## config.mk

```make
export PLATFORM = sky130hd
export DESIGN_NAME = kc_entry_fsm
export DESIGN_NICKNAME = d
export VERILOG_FILES = /design/src/rtl/keycode_pkg.sv /design/src/rtl/kc_entry_fsm.sv
export SDC_FILE = /design/constraint.sdc
export NUM_CORES = 1
export LEC_CHECK = 0
export ABC_CLOCK_PERIOD_IN_PS = 1700
export BUFFER_PORTS_ARGS = -buffer_cell sky130_fd_sc_hd__buf_2
export CORE_AREA = 8 8 45 47
export DETAILED_ROUTE_END_ITERATION = 16
export DIE_AREA = 0 0 53 55
export SETUP_SLACK_MARGIN = 0.15
export SLEW_MARGIN = 5
export SYNTH_ARGS = -nofsm -noshare
export SYNTH_HDL_FRONTEND = slang
export SYNTH_SLANG_ARGS = --single-unit
export TNS_END_PERCENT = 20
```

## constraint.sdc

```tcl
create_clock -name clk -period 1.7 [get_ports clk]
set_input_delay 0.255 -clock clk [delete_from_list [all_inputs] [get_ports clk]]
set_output_delay 0.255 -clock clk [all_outputs]
set_load 0.01 [all_outputs]
```

## src/rtl/keycode_pkg.sv

```systemverilog
package keycode_pkg;

  typedef enum logic [2:0] {
    ST_CAP0  = 3'd0,
    ST_CAP1  = 3'd1,
    ST_CAP2  = 3'd2,
    ST_CAP3  = 3'd3,
    ST_CHECK = 3'd4,
    ST_PASS  = 3'd5,
    ST_FAIL  = 3'd6
  } kc_state_e;

  localparam int unsigned DIGITS = 4;

  // input bit position sampled in each capture step
  function automatic logic [2:0] tap_of(kc_state_e s);
    case (s)
      ST_CAP0: return 3'd7;
      ST_CAP1: return 3'd6;
      ST_CAP2: return 3'd5;
      default: return 3'd3;
    endcase
  endfunction

  function automatic logic is_capture(kc_state_e s);
    return (s == ST_CAP0) || (s == ST_CAP1) || (s == ST_CAP2) || (s == ST_CAP3);
  endfunction

  function automatic logic [2:0] led_code(kc_state_e s);
    case (s)
      ST_PASS: return 3'b010;
      ST_FAIL: return 3'b001;
      default: return 3'b100;
    endcase
  endfunction

  function automatic kc_state_e next_state(kc_state_e s, logic [DIGITS-1:0] dig);
    case (s)
      ST_CAP0:  return ST_CAP1;
      ST_CAP1:  return ST_CAP2;
      ST_CAP2:  return ST_CAP3;
      ST_CAP3:  return ST_CHECK;
      ST_CHECK: return (&dig) ? ST_PASS : ST_FAIL;
      default:  return ST_CAP0;
    endcase
  endfunction

  function automatic int unsigned hold_cycles(kc_state_e s, int unsigned step,
                                              int unsigned pass_c, int unsigned fail_c);
    case (s)
      ST_PASS: return pass_c;
      ST_FAIL: return fail_c;
      default: return step;
    endcase
  endfunction

  function automatic int unsigned max3(int unsigned a, int unsigned b, int unsigned c);
    int unsigned m;
    m = (a > b) ? a : b;
    return (m > c) ? m : c;
  endfunction

endpackage

```

## src/rtl/kc_entry_fsm.sv

```systemverilog
module kc_entry_fsm
  import keycode_pkg::*;
#(
  parameter int unsigned DATA_W = 8
) (
  input  logic                clk,
  input  logic                rst,
  input  logic                step_done,
  input  logic [DATA_W-1:0]   din,
  output kc_state_e           state,
  output kc_state_e           state_nxt,
  output logic [DIGITS-1:0]   digits
);

  kc_state_e         state_q;
  logic [DIGITS-1:0] dig_q;
  logic              sel_bit;

  assign sel_bit   = din[tap_of(state_q)];
  assign state_nxt = next_state(state_q, dig_q);
  assign state     = state_q;
  assign digits    = dig_q;

  always_ff @(posedge clk or posedge rst) begin
    if (rst)            state_q <= ST_CAP0;
    else if (step_done) state_q <= state_nxt;
  end

  always_ff @(posedge clk or posedge rst) begin
    if (rst) dig_q <= '0;
    else if (step_done && is_capture(state_q)) dig_q[state_q[1:0]] <= sel_bit;
  end


  hold_state_chk: assert property (@(posedge clk) disable iff (rst)
    !step_done |=> $stable(state_q));


  accept_chk: assert property (@(posedge clk) disable iff (rst)
    (step_done && state_q == ST_CHECK && (&dig_q)) |=> state_q == ST_PASS);


  reject_chk: assert property (@(posedge clk) disable iff (rst)
    (step_done && state_q == ST_CHECK && !(&dig_q)) |=> state_q == ST_FAIL);


  return_chk: assert property (@(posedge clk) disable iff (rst)
    (step_done && (state_q == ST_PASS || state_q == ST_FAIL)) |=> state_q == ST_CAP0);


  digits_stable_chk: assert property (@(posedge clk) disable iff (rst)
    !step_done |=> $stable(dig_q));

endmodule

```

==> impl_metrics.py <==
metrics = {
    "power_and_ir_drop": {
        "p_comb_share_pct": 55.3,
        "clkPwrFrac_pct": 13.5,
        "ir_worst_vdd_mv": 0.708,
        "seq_power_share_pct": 31.2,
        "leakagePower_uw": 0.000292,
        "switching_share_pct": 38.1,
        "p_per_area_nw_per_um2": 1880,
        "internal-power_uw": 686,
        "switching_power_uw": 422,
    },
    "synth": {
        "synth-edff-count": 0,
        "synth-seq-cells": 7,
        "synth.top_cells.by_area": "dfrtp_1, mux2_4, buf_6, mux2_2, o21ai_0",
        "syn_nets": 49,
        "synth_mux_area_share_pct": 15.3,
        "synth_most_common_cell": "dfrtp_1",
        "synth_cells": 38,
        "ys.flop_type": "dfrtp_1",
        "synth_top_area_share_pct": 42.0,
        "synth_area_um2": 417,
        "synth_top_family_by_area": "simple AND/OR/NAND/NOR gates",
        "syn-mean-instance-area_um2": 11.0,
        "ys_top_cells_by_count": "dfrtp_1, nand2_1, o21ai_0",
        "yosysUniqueCellTypes": 23,
        "synth-xor-area-share_pct": 0,
        "synthAdderAreaFrac_pct": 0,
        "synthSimpleGateAreaFrac_pct": 27.3,
        "synth-seq-area-share_pct": 42.0,
        "synth_compound_area_share_pct": 9.01,
        "synth_area_leader_cell": "dfrtp_1",
        "synth_warnings": 0,
        "async_flop_share_pct": 100,
    },
    "floorplanning": {
        "start_util_pct": 30.1,
        "num_rows": 14,
        "io_pins": 21,
        "die_area_um2": 2920,
        "fp.dieW_um": 53,
        "core_area_um2": 1380,
        "die_height_um": 55,
    },
    "placement": {
        "gp_congestion": 0.724,
        "dp_hpwl_um": 758,
        "place_ws_ps": 268,
        "io_buffers": 16,
    },
    "sta": {
        "tightest_slew_ps": 273,
        "maxSlewViolCount": 0,
        "hold_viol": 0,
        "fmax_mhz": 660,
        "period_needed_ps": 1520,
        "fin_tns_setup_ps": 0,
        "fin_skew_ps": 10.8,
        "rsz0062_at_grt": "yes",
        "finalCritPeriodShare_pct": 89.1,
        "slew_headroom_pct": 81.8,
        "layout_setup_ws_ps": 185,
        "setup_viol": 0,
    },
    "cts": {
        "cts_tree": "done",
        "clk_latency_ps": 250,
        "clk_pin_slew_ps": 60,
        "cts_root_buf": "clkbuf_4",
        "numCtsBuffers": 3,
        "cts.sinks": 7,
        "cts_buffer_depth": 2,
        "htreeDepth": 1,
    },
    "setup_path": {
        "worst_setup_path_end_kind": "output port",
        "cp_top_family": "flip-flops",
        "crit_path_start_kind": "flop",
        "critPathMaxStageDelay_ps": 430,
        "reg2reg_setup_slack_ps": 310,
        "critPathSlowestCell": "dfrtp_2",
        "path_max_fanout": 5,
        "cp_num_buf_inv": 1,
        "required_ps": 1440,
        "critPathKind": "reg -> out",
        "path_cells": "nor2b_2 -> mux2_2 -> buf_6",
        "cp.arrival_ps": 1260,
    },
    "routing": {
        "vias": 359,
        "viasPerCell": 4.54,
        "postRouteWirelength_mm": 1.04,
        "drt_iter0_drc": 2,
        "dr.pass1.iters": 2,
        "wl_per_cell_um": 13.1,
        "detail-route-antenna-nets": 0,
        "drc": 0,
    },
    "finish": {
        "drive_above_1_share_pct": 61.9,
        "diodes": 0,
        "syn_to_final_growth_pct": 41.4,
        "final_nets": 75,
    },
    "global_routing": {
        "grt_antenna_before_repair": 0,
        "grt_overflow_total": 0,
        "grt_max_degree": 11,
        "grt_pass1_vias": 371,
        "grt_usage_pct": 8.01,
        "grt_pass1_wl_mm": 1.70,
    },
    "status": {
        "status": "completed",
    },
    "run": {
        "drv_cap": 0,
    },
    "min_path": {
        "hold_class": "in -> reg",
    },
}
[layout by cell type, fill, tap and decap left out, types with 2 or more instances in the layout]
| cell type | netlist | routed |
|---|---|---|
| dfrtp_1 | 7 | 4 |
| buf_4 | 0 | 6 |
| o21ai_1 | 1 | 2 |
| dfrtp_2 | 0 | 3 |
| clkbuf_4 | 0 | 3 |
| mux2_4 | 2 | 2 |
| mux2_2 | 2 | 2 |
| nand2_1 | 4 | 4 |
| o21ai_0 | 4 | 3 |
| buf_2 | 0 | 15 |
[flip-flops by register name, summed over array words and instances (netlist names)]
name    cells
digits      4
state       3
[metal layers]
metal  wire, µm  global-route usage (%)
met1        392                    7.54
met2        542                    14.1
met3        103                    5.08
met4          0                    2.59
met5          0                       0
[worst paths after layout]
| kind | start | to | depth (start not counted) |
|---|---|---|---|
| worst min register to register | digits[1] | digits[1] | 1 |
| worst max register to register | state[0] | digits[0] | 4 |
| worst max-delay path | state[0] | state_nxt[2] | 3 |
| min in group asynchronous | rst | digits[0] | 3 |
| max in group asynchronous | rst | state[2] | 3 |
| worst min-delay path | din[7] | digits[0] | 2 |
[per-stage QoR]
stage | instances | area [µm²] | hold WS, ps | power [µW] | utilization [%]
floorplan | 38 | 417 | 58.4 | 693 | -
global placement | 68 | 494 | 190 | 822 | 35.7
detailed placement | 68 | 494 | 199 | 839 | 35.7
CTS | 78 | 574 | 230 | 1080 | 41.5
global route | 79 | 589 | 224 | 1210 | 42.6
finish | 79 | 589 | 236 | 1110 | 42.6
[area by class of cell]
| class | count | area (µm²) |
|---|---|---|
| fill | 142 | 795 |
| multi-input combinational | 28 | 219 |
| sequential | 7 | 179 |
| timing repair buffer | 23 | 141 |
| clock buffer | 4 | 26.3 |
| tap | 16 | 20.0 |
| inverter | 1 | 3.75 |
[power by group through the flow]
stage                     sequential, µW  combinational (µW)  clock (µW)
after floorplan                      349                 344           0
after CTS                            344                 583         156
after global routing                 366                 674         171
after global placement               359                 463           0
final                                345                 613         150
after detailed placement             364                 475           0
[cells by family after synthesis]
logic type / count (synthesis)
flip-flops: 7
AND/OR/NAND/NOR: 16
buffers and inverters: 3
multiplexers: 5
AO/OA/AOI/OAI: 7
[what timing repair did]
action,in CTS,in global routing
hold buffers,1,0
setup buffers,5,1
pin swaps,0,2
endpoints found under the setup margin,2,3
endpoints found under the hold margin,7,0
gates resized for setup,4,2
No activity file was read; power rests on OpenSTA's default activity.
